$ cat config.mk
export PLATFORM = sky130hd
export DESIGN_NAME = sync_timer_group
export DESIGN_NICKNAME = d
export VERILOG_FILES = /design/src/rtl/stg_pkg.sv /design/src/rtl/stg_group_ctl.sv /design/src/rtl/stg_channel.sv /design/src/rtl/stg_read_mux.sv /design/src/rtl/sync_timer_group.sv
export SDC_FILE = /design/constraint.sdc
export NUM_CORES = 1
export LEC_CHECK = 0
export BUFFER_PORTS_ARGS = -buffer_cell sky130_fd_sc_hd__buf_2
export CORE_MARGIN = 1.5
export CORE_UTILIZATION = 30
export CTS_CLUSTER_SIZE = 28
export DETAILED_ROUTE_END_ITERATION = 10
export GPL_TIMING_DRIVEN = 0
export REMOVE_ABC_BUFFERS = 1
export SYNTH_ARGS = -nofsm -noshare
export SYNTH_HDL_FRONTEND = slang
export SYNTH_SLANG_ARGS = --single-unit
$ cat constraint.sdc
create_clock -name clk -period 4.5 [get_ports clk]
set_input_delay 0.9 -clock clk [delete_from_list [all_inputs] [get_ports clk]]
set_output_delay 0.9 -clock clk [all_outputs]
set_load 0.02 [all_outputs]
$ cat src/rtl/stg_pkg.sv
package stg_pkg;
    localparam logic [2:0] CLR_NONE = 3'b000;
    localparam logic [2:0] CLR_OWN  = 3'b001;
    localparam logic [2:0] CLR_GRP  = 3'b011;

    localparam logic [1:0] FLD_CNT = 2'd0;
    localparam logic [1:0] FLD_CMP = 2'd1;
    localparam logic [1:0] FLD_CTL = 2'd2;

    localparam int ADDR_RUN  = 0;
    localparam int ADDR_GRP  = 1;
    localparam int SLOT_BASE = 2;
endpackage

$ cat src/rtl/stg_group_ctl.sv
module stg_group_ctl #(
    parameter int NCH = 6
) (
    input  logic [NCH-1:0] grp_bits,
    input  logic [NCH-1:0] own_clr,
    output logic [NCH-1:0] member,
    output logic           grp_clr
);
    logic active;

    always_comb begin
        active  = ($countones(grp_bits) >= 2);
        member  = active ? grp_bits : '0;
        grp_clr = |(own_clr & member);
    end
endmodule

$ cat src/rtl/stg_channel.sv
module stg_channel
    import stg_pkg::*;
#(
    parameter int CW = 16
) (
    input  logic          clk,
    input  logic          rst_n,
    input  logic          cnt_en,
    input  logic          run,
    input  logic          member,
    input  logic          load,
    input  logic          cmp_we,
    input  logic          ctl_we,
    input  logic [CW-1:0] wdata,
    input  logic          grp_clr,
    output logic [CW-1:0] cnt_o,
    output logic [CW-1:0] cmp_o,
    output logic [4:0]    ctl_o,
    output logic          own_clr_o,
    output logic          tout_o
);
    typedef struct packed {
        logic [CW-1:0] cnt;
        logic [CW-1:0] cmp;
        logic [2:0]    src;
        logic          oe;
        logic          init;
        logic          lvl;
    } ch_state_t;

    ch_state_t state_d, state_q;
    logic counting, match, grp_hit;

    always_comb begin
        state_d   = state_q;
        counting  = run & cnt_en & ~load;
        match     = counting && (state_q.cnt == state_q.cmp);
        own_clr_o = match && (state_q.src == CLR_OWN);
        grp_hit   = member && run && grp_clr && (state_q.src == CLR_GRP);

        if (load) begin
            state_d.cnt = wdata;
        end else if (own_clr_o || grp_hit) begin
            state_d.cnt = '0;
        end else if (counting) begin
            state_d.cnt = state_q.cnt + CW'(1);
        end

        if (match) begin
            state_d.lvl = ~state_q.lvl;
        end
        if (cmp_we) begin
            state_d.cmp = wdata;
        end
        if (ctl_we) begin
            state_d.src  = wdata[2:0];
            state_d.oe   = wdata[3];
            state_d.init = wdata[4];
            if (!run) begin
                state_d.lvl = wdata[4];
            end
        end
    end

    always_ff @(posedge clk or negedge rst_n) begin
        if (!rst_n) state_q <= '0;
        else        state_q <= state_d;
    end

    assign cnt_o  = state_q.cnt;
    assign cmp_o  = state_q.cmp;
    assign ctl_o  = {state_q.init, state_q.oe, state_q.src};
    assign tout_o = state_q.lvl & state_q.oe;
endmodule

$ cat src/rtl/stg_read_mux.sv
module stg_read_mux
    import stg_pkg::*;
#(
    parameter int NCH = 6,
    parameter int CW  = 16,
    parameter int AW  = 5
) (
    input  logic [AW-1:0]          addr,
    input  logic [NCH-1:0]         run_bits,
    input  logic [NCH-1:0]         grp_bits,
    input  logic [NCH-1:0][CW-1:0] cnt_all,
    input  logic [NCH-1:0][CW-1:0] cmp_all,
    input  logic [NCH-1:0][4:0]    ctl_all,
    output logic [CW-1:0]          rdata
);
    localparam int SLOT_W = AW - 2;
    logic [SLOT_W-1:0] slot;
    logic [1:0]        fld;

    always_comb begin
        slot  = addr[AW-1:2];
        fld   = addr[1:0];
        rdata = '0;
        if (addr == AW'(ADDR_RUN)) begin
            rdata = CW'(run_bits);
        end else if (addr == AW'(ADDR_GRP)) begin
            rdata = CW'(grp_bits);
        end else begin
            for (int n = 0; n < NCH; n++) begin
                if (slot == SLOT_W'(n + SLOT_BASE)) begin
                    case (fld)
                        FLD_CNT: rdata = cnt_all[n];
                        FLD_CMP: rdata = cmp_all[n];
                        FLD_CTL: rdata = CW'(ctl_all[n]);
                        default: rdata = '0;
                    endcase
                end
            end
        end
    end
endmodule

$ cat src/rtl/sync_timer_group.sv
module sync_timer_group
    import stg_pkg::*;
#(
    parameter int NCH = 6,
    parameter int CW  = 16,
    parameter int AW  = 5
) (
    input  logic          clk,
    input  logic          rst_n,
    input  logic          cnt_en,
    input  logic [AW-1:0] bus_addr,
    input  logic          bus_we,
    input  logic [CW-1:0] bus_wdata,
    output logic [CW-1:0] bus_rdata,
    output logic [NCH-1:0] tout
);
    localparam int SLOT_W = AW - 2;

    typedef struct packed {
        logic [NCH-1:0] run;
        logic [NCH-1:0] grp;
    } top_state_t;

    top_state_t top_d, top_q;

    logic [NCH-1:0]         run_vec, sync_vec;
    logic [NCH-1:0]         wr_cnt, wr_cmp, wr_ctl, load, own_clr, member;
    logic                   grp_clr, grp_write;
    logic [NCH-1:0][CW-1:0] cnt_all, cmp_all;
    logic [NCH-1:0][4:0]    ctl_all;

    always_comb begin
        top_d = top_q;
        if (bus_we && bus_addr == AW'(ADDR_RUN)) top_d.run = bus_wdata[NCH-1:0];
        if (bus_we && bus_addr == AW'(ADDR_GRP)) top_d.grp = bus_wdata[NCH-1:0];
    end

    always_ff @(posedge clk or negedge rst_n) begin
        if (!rst_n) top_q <= '0;
        else        top_q <= top_d;
    end

    assign run_vec  = top_q.run;
    assign sync_vec = top_q.grp;

    always_comb begin
        for (int n = 0; n < NCH; n++) begin
            wr_cnt[n] = bus_we && (bus_addr[AW-1:2] == SLOT_W'(n + SLOT_BASE))
                        && (bus_addr[1:0] == FLD_CNT);
            wr_cmp[n] = bus_we && (bus_addr[AW-1:2] == SLOT_W'(n + SLOT_BASE))
                        && (bus_addr[1:0] == FLD_CMP);
            wr_ctl[n] = bus_we && (bus_addr[AW-1:2] == SLOT_W'(n + SLOT_BASE))
                        && (bus_addr[1:0] == FLD_CTL);
        end
        grp_write = |(wr_cnt & member);
        load      = wr_cnt | (member & {NCH{grp_write}});
    end

    stg_group_ctl #(.NCH(NCH)) u_grp (
        .grp_bits (sync_vec),
        .own_clr  (own_clr),
        .member   (member),
        .grp_clr  (grp_clr)
    );

    for (genvar g = 0; g < NCH; g++) begin : g_ch
        stg_channel #(.CW(CW)) u_ch (
            .clk       (clk),
            .rst_n     (rst_n),
            .cnt_en    (cnt_en),
            .run       (run_vec[g]),
            .member    (member[g]),
            .load      (load[g]),
            .cmp_we    (wr_cmp[g]),
            .ctl_we    (wr_ctl[g]),
            .wdata     (bus_wdata),
            .grp_clr   (grp_clr),
            .cnt_o     (cnt_all[g]),
            .cmp_o     (cmp_all[g]),
            .ctl_o     (ctl_all[g]),
            .own_clr_o (own_clr[g]),
            .tout_o    (tout[g])
        );
    end

    stg_read_mux #(.NCH(NCH), .CW(CW), .AW(AW)) u_rd (
        .addr     (bus_addr),
        .run_bits (run_vec),
        .grp_bits (sync_vec),
        .cnt_all  (cnt_all),
        .cmp_all  (cmp_all),
        .ctl_all  (ctl_all),
        .rdata    (bus_rdata)
    );
endmodule

==> results by group, run 1 <==
Finish
  • Nets: 1667
  • Area grow syn2layout: 11.8%
  • Share of cells above drive strength 1: 0.172
  • Finished Cell Area: 17300 sq um

Yosys
  • Top FF cell, synth: dfrtp_1
  • Sequential area share after synthesis: 0.389
  • Mean Syn Cell Area: 9.27 sq um
  • Gate Count Post-Synth: 1667
  • Post-synth top area cell: dfrtp_1
  • Cell Area, Synth: 15500 sq um
  • Yosys top cell area share: 0.389
  • Most numerous cell in the Yosys netlist: dfrtp_1
  • Post-synth EDFFs: 0
  • Library cells used by synthesis: 73
  • Asr flop ratio synth: 1.00
  • Warnings, synthesis: 0
  • Synth cell count leaders: dfrtp_1, nand2_1, mux2_2
  • Largest cells by area after synthesis: dfrtp_1, mux2_2, mux2i_1
  • Flops & latches, synth: 240

CTS
  • Clk sinks: 240
  • Clock latency at the later pin of the worst-skew pair: 0.58 ns
  • Reg clk slew, reported paths: 0.06 ns
  • CTS Buf Count: 28
  • H-tree depth: 1
  • CTS Hold Bufs: 0
  • CTS tree: yes
  • Clock buffer depth: 3
  • CTS root buf: clkbuf_16

Placement
  • RePlAce Congestion: 0.927
  • Area after DPL: 16200 sq um
  • Number of I/O port buffers: 46
  • Post-DP HPWL: 36600 um

Drt
  • Via density: 5.89
  • DRC viols: 0
  • WL/cell: 23.4 um
  • DRC marker count from the first detailed-route iteration: 1595
  • Routed Wire Length: 54300 um
  • Pre-Repair DR Iteration Count: 6
  • Post-route ant nets: 0
  • Via count: 13700

STA
  • Final Max Tran Viols: 0
  • Max Clk Rate: 0.227 GHz
  • Slew @ Worst Pin: 1.36 ns
  • Relative slew slack: 0.0916
  • # setup viols final: 0
  • RSZ-0062 raised after global routing: no
  • Final hold viol count: 0
  • Clock skew: 0.0223 ns
  • Final period util: 0.981
  • Post-layout minimum cycle time: 4.41 ns
  • Post-Route Setup TNS: 0 ns

Flow run
  • Maxcap violations: 0

Floorplan
  • Core area: 50500 sq um
  • Initial Util: 0.306
  • I/O pins: 47
  • FP Rows: 82
  • Die Wd: 230 um
  • Die height: 230 um
  • Die area: 52900 sq um

GRT
  • Vias in the first global route: 12900
  • First-pass GRT wire length: 81500 um
  • Gr usage total: 0.199
  • GRT overflow: 0
  • Antenna violations before repair: 1
  • Pin count of the biggest net entering global routing: 112

Setup path
  • Required @ worst endpoint: 3.60 ns
  • Reg-to-Reg Start: sync_vec[2]
  • R2r worst-path depth: 14
  • Setup crit start kind: input pin
  • Crit path DAT: 3.51 ns
  • Critical register-to-register path endpoint: g_ch[1].u_ch.cnt_o[8]
  • Crit path capture type: primary output
  • Critical Path Source: bus_addr[2]
  • R2R Setup Slk: 0.17 ns
  • Kind of critical path: input pin to primary output
  • CP max FO: 30

Power and ir drop
  • Leak: 0.00738 uW
  • Power per Cell Area: 462 nW/um^2
  • Max VDD drop: 0.000262 V

Status
  • Status: completed

Min path
  • HP Class: input pin to async pin
==> worst max-delay path by stage <==
stage	end	slack, ns
3_5_place_dp	bus_rdata[0]	-0.32
5_1_grt	g_ch[3].u_ch.cnt_o[0]	0.002
3_3_place_gp	bus_rdata[3]	-3.06
6_report	bus_rdata[5]	0.09
2_1_floorplan	g_ch[4].u_ch.cnt_o[0]	0.63
4_1_cts	g_ch[2].u_ch.cnt_o[14]	0.05
==> cell type report <==
class / instances / area, sq um
antenna: 2 / 5.00
clock buffer: 36 / 791
clock inverter: 11 / 144
fill: 5135 / 33200
inverter: 13 / 48.8
multi-input combinational: 1289 / 8970
sequential: 240 / 6010
tap: 672 / 841
timing repair buffer: 58 / 468
==> where the power goes <==
part	total (uW)	leakage [uW]	switching (uW)	internal (uW)
Combinational	2230	0.00382	1230	1010
Sequential	3400	0.00309	739	2660
Clock	2350	0.000463	948	1400
Total	7980	0.00738	2920	5060
==> routing by layer <==
| metal | vias up | GRT usage | part of all wire | routed length, um |
|---|---|---|---|---|
| li1 | 6041 | - | - | - |
| met1 | 6862 | 0.282 | 0.43 | 23200 |
| met2 | 657 | 0.306 | 0.44 | 24100 |
| met3 | 117 | 0.0332 | 0.090 | 4910 |
| met4 | 2 | 0.0692 | 0.039 | 2110 |
| met5 | - | 0 | 0.00013 | 7 |
==> registers in the layout (all words and copies together) (netlist names) <==
signal / count
g_ch.u_ch.cmp_o: 96
g_ch.u_ch.state_q: 6
g_ch.u_ch.ctl_o: 30
run_vec: 6
sync_vec: 6
g_ch.u_ch.cnt_o: 96
==> per-stage QoR <==
step | power, uW | hold slack (ns) | cells | setup WS, ns | util
3_3_place_gp | 5510 | 0.491 | 2259 | -3.06 | 0.317
2_1_floorplan | 4740 | 0.480 | 1541 | 0.628 | -
3_5_place_dp | 5590 | 0.500 | 2266 | -0.320 | 0.321
6_report | 7980 | 0.258 | 2321 | 0.0852 | 0.342
5_1_grt | 8390 | 0.302 | 2319 | 0.00194 | 0.342
4_1_cts | 7950 | 0.281 | 2317 | 0.0454 | 0.341
==> critical path: stages <==
cell and delay, ns:
buf_2 0.52, nand3_2 0.64, o21ai_0 0.34, a21oi_1 0.07, a21oi_1 0.27, nor4_1 0.09
a211oi_1 0.41, buf_2 0.26
==> placed cells by master (no fill, tap or decap), drive strengths merged, types with 18 or more instances in the layout <==
cell,instances
nor2,119
dfrtp,240
clkbuf,37
a31oi,26
and3,30
buf,57
a21oi,95
nand3,50
o31ai,18
xor2,80
mux2,145
nor3,59
nand4,19
o22ai,33
and2,25
o21ai,78
mux2i,94
nand2,150
nor4,28
a22o,40
xnor2,31
==> timing repair <==
item,CTS,global route
endpoints found under the setup margin,17,72
buffers inserted,3,0
endpoints found under the hold margin,0,0
gates resized for setup,3,8
cloned,1,1
==> logic make-up after synthesis <==
group                      Yosys count  share of synthesized area
AOI/OAI and AO/OA                  374                      0.159
and+or+nand+nor                    552                      0.176
buffers and inverters              139                     0.0364
muxes                              239                      0.167
DFF                                240                      0.389
adders and majority gates           12                     0.0107
xor gates and xnor gates           111                     0.0629
No activity file was read; power rests on OpenSTA's default activity.
==> run 2, diff against run 1 <==
--- a/config.mk
+++ b/config.mk
@@ -5,6 +5,7 @@
 export SDC_FILE = /design/constraint.sdc
 export NUM_CORES = 1
 export LEC_CHECK = 0
+export ABC_AREA = 1
 export BUFFER_PORTS_ARGS = -buffer_cell sky130_fd_sc_hd__buf_2
 export CORE_MARGIN = 1.5
 export CORE_UTILIZATION = 30
==> results by group, run 2 <==
Status
  • Status: completed

Finish
  • Non-Filler Instances: 3117 (+34%)
  • Share of cells above drive strength 1: 0.0727 (-0.0997)
  • Most common cell after layout, fill and taps aside: nand2_1
  • Finished Cell Area: 18500 sq um (+7.1%)
  • Antenna Cells: 0 (-2)
  • Nets: 2437 (+46%)
  • Area grow syn2layout: 12.2%
  • Commonest non-fill, non-tap cells in the layout: nand2_1, inv_1, dfrtp_1
  • # fillers: 5851 (+14%)

CTS
  • Reg clk slew, reported paths: 0.06 ns (about the same)
  • CTS root buf: clkbuf_16
  • H-tree depth: 1 (unchanged)
  • CTS Buf Count: 30 (+7.1%)
  • Clk sinks: 240 (unchanged)
  • CTS tree: yes
  • Clock latency at the later pin of the worst-skew pair: 0.59 ns (about the same)
  • Clock buffer depth: 3 (unchanged)

STA
  • Final Max Tran Viols: 0 (unchanged)
  • Final hold viol count: 0 (unchanged)
  • Slew @ Worst Pin: 1.16 ns (-0.202 ns)
  • Final period util: 0.997 (+0.0163)
  • # setup viols final: 0 (unchanged)
  • Clock skew: 0.0146 ns (-0.00764 ns)
  • Max Clk Rate: 0.223 GHz (-1.6%)
  • Post-Route Setup TNS: 0 ns (unchanged)
  • Relative slew slack: 0.224 (+0.132)
  • RSZ-0062 raised after global routing: yes
  • Fin worst setup slack: 0.0117 ns (-0.0735 ns)
  • Post-layout minimum cycle time: 4.49 ns (+0.0735 ns)

Floorplan
  • Die area: 56400 sq um (+6.7%)
  • FP Rows: 85 (+3.7%)
  • Die Wd: 237 um (+3.3%)
  • Die height: 237 um (+3.3%)
  • Initial Util: 0.305 (-0.00139)
  • I/O pins: 47 (unchanged)
  • Core area: 54100 sq um (+7.2%)

Setup path
  • CP max FO: 33 (+10%)
  • Crit path DAT: 4.96 ns (+1.45 ns)
  • Critical register-to-register path endpoint: g_ch[0].u_ch.cnt_o[14]
  • Setup crit start kind: flop
  • Crit path capture type: flop
  • R2r worst-path depth: 18 (+4)
  • Required @ worst endpoint: 4.97 ns (+1.37 ns)
  • Reg-to-Reg Start: sync_vec[4]
  • R2R Setup Slk: 0.01 ns (-0.16 ns)
  • Kind of critical path: flop to flop
  • Critical Path Source: sync_vec[4]

Drt
  • Routed Wire Length: 65000 um (+20%)
  • Via density: 5.38 (-8.8%)
  • DRC marker count from the first detailed-route iteration: 2179 (+37%)
  • Via count: 16800 (+23%)
  • Pre-Repair DR Iteration Count: 6 (unchanged)
  • DRC viols: 0 (unchanged)
  • Post-route ant nets: 0 (unchanged)
  • WL/cell: 20.9 um (-11%)

Power and ir drop
  • Int Power: 5200 uW (+2.6%)
  • Max VDD drop: 0.000272 V (+3.7%)
  • Clk pwr share: 0.294 (about the same)
  • Power per Cell Area: 466 nW/um^2 (+0.88%)
  • Logic pwr share: 0.316 (+0.036)
  • Seq pwr share: 0.390 (-0.036)
  • Switching power share of the total: 0.397 (+0.0321)
  • Sw power: 3430 uW (+18%)
  • Leak: 0.00923 uW (+25%)

Yosys
  • Post-Synth XOR/XNOR Area: 0.0563 (-0.00663)
  • Sequential area share after synthesis: 0.364 (-0.0246)
  • Mean Syn Cell Area: 6.77 sq um (-27%)
  • Asr flop ratio synth: 1.00 (unchanged)
  • Most numerous cell in the Yosys netlist: nand2_1
  • Post-Synth Simple-Gate Area: 0.334 (+0.158)
  • Top FF cell, synth: dfrtp_1
  • Synth cell count leaders: nand2_1, inv_1, dfrtp_1
  • Compound-Gate Fraction of Synth Area: 0.122 (-0.0371)
  • Library cells used by synthesis: 43 (-41%)
  • Flops & latches, synth: 240 (unchanged)
  • Cell Area, Synth: 16500 sq um (+6.8%)
  • Post-synth EDFFs: 0 (unchanged)
  • Mux contribution to synthesized area: 0.000607 (-0.166)
  • Yosys top cell area share: 0.364 (-0.0246)
  • Largest cells by area after synthesis: dfrtp_1, nand2_1, inv_1
  • Post-synth top area cell: dfrtp_1
  • Adder-cell share of the synthesized area: 0.0100 (-0.000676)
  • Largest family of logic cells by synthesized area: simple AND/OR/NAND/NOR gates
  • Warnings, synthesis: 0 (unchanged)
  • Gate Count Post-Synth: 2436 (+46%)

GRT
  • Vias in the first global route: 15000 (+16%)
  • Gr usage total: 0.226 (+0.0269)
  • Antenna violations before repair: 8 (+7)
  • Pin count of the biggest net entering global routing: 109 (-2.7%)
  • First-pass GRT wire length: 97100 um (+19%)
  • GRT overflow: 0 (unchanged)

Min path
  • HP Class: input pin to async pin

Flow run
  • Maxcap violations: 0 (unchanged)

Placement
  • RePlAce Congestion: 0.960 (+3.5%)
  • Number of I/O port buffers: 46 (unchanged)
  • Post-DP HPWL: 42700 um (+17%)
  • Post-Place Cells: 3039 (+34%)
  • Area after DPL: 17100 sq um (+5.5%)
  • Post-Place Worst Slack: -0.751 ns (-0.431 ns)
run 2: cell types whose count changed in the layout (fill, tap and decap cells not counted), moves of 29 or more:
| cell | before | now |
|---|---|---|
| nand2_1 | 150 | 775 |
| inv_1 | 13 | 301 |
| mux2_2 | 144 | 0 |
| o21ai_0 | 75 | 198 |
| nand3_1 | 49 | 170 |
| nand4_1 | 19 | 124 |
| mux2i_1 | 94 | 1 |
| a21oi_1 | 91 | 32 |
| a22o_1 | 40 | 1 |
| o22ai_1 | 33 | 64 |
| and3_1 | 29 | 0 |
run 2: how the worst max path moves through the flow:
stage / slack (ns) / end
after floorplan: 0.16 / bus_rdata[1]
after global placement: -2.22 / g_ch[3].u_ch.cnt_o[2]
after detailed placement: -0.75 / g_ch[3].u_ch.cnt_o[3]
after CTS: 0.007 / bus_rdata[6]
after global routing: -0.09 / g_ch[3].u_ch.cnt_o[0]
final: 0.01 / g_ch[0].u_ch.cnt_o[14]
run 2: power by group through the flow:
stage / combinational (uW) / sequential (uW) / clock [uW]
after floorplan: 1940 / 3160 / 0
after global placement: 2600 / 3370 / 0
after detailed placement: 2650 / 3360 / 0
after CTS: 2670 / 3340 / 2560
after global routing: 3070 / 3430 / 2650
final: 2730 / 3360 / 2540
run 2: per-stage QoR:
step	hold slack, ns	total power [uW]	util
after floorplan	0.453	5100	-
after global placement	0.467	5970	0.312
after detailed placement	0.472	6010	0.316
after CTS	0.179	8580	0.336
after global routing	0.197	9150	0.342
final	0.181	8620	0.342
run 2: worst max-delay path, cell delays in order (launching register included):
cell and delay, ns:
dfrtp_1 0.41, ha_1 0.35, fa_1 0.45, ha_1 0.29, inv_1 0.04, nand2_1 0.23, nand2_1 0.20, nor2_1 0.23
nor2_1 0.09, nand3_2 0.25, nand2_1 0.08, nand4_1 0.08, nor2_1 0.05, nor2_2 0.25, nand3_4 0.37, nand2_4 0.44
nand3_2 0.29, nand2_1 0.17, nand2_1 0.07
run 2: routing by layer:
metal	global-route usage	wire length, um	vias up
li1	-	-	7841
met1	0.334	28600	7896
met2	0.329	26900	860
met3	0.0461	7070	153
met4	0.0674	2430	10
met5	0	57	-
run 2: cell type report:
type	count	area (sq um)	share of cell area
repair buffers	76	618	0.0334
clock buffers	42	867	0.0469
well taps	696	871	0.0471
inverters	310	1180	0.0637
multi-input cells	1742	8820	0.477
clock inverters	11	135	0.00730
flip-flops and latches	240	6010	0.325
run 2: kinds of logic (layout without fill, tap and decap cells):
kind of cell / Yosys count / after routing
AND/OR/NAND/NOR: 1269 / 1269
buffers and inverters: 458 / 439
AO/OA/AOI/OAI: 350 / 354
flip-flops: 240 / 240
XOR/XNOR: 106 / 106
adder cells (fa/ha/maj): 12 / 12
multiplexers: 1 / 1
run 2: timing repair:
item	in CTS	in global routing
resized for setup	10	16
hold buffers	0	0
setup buffers	2	19
setup endpoints to repair	75	100
cloned	4	0
pin swaps	0	1
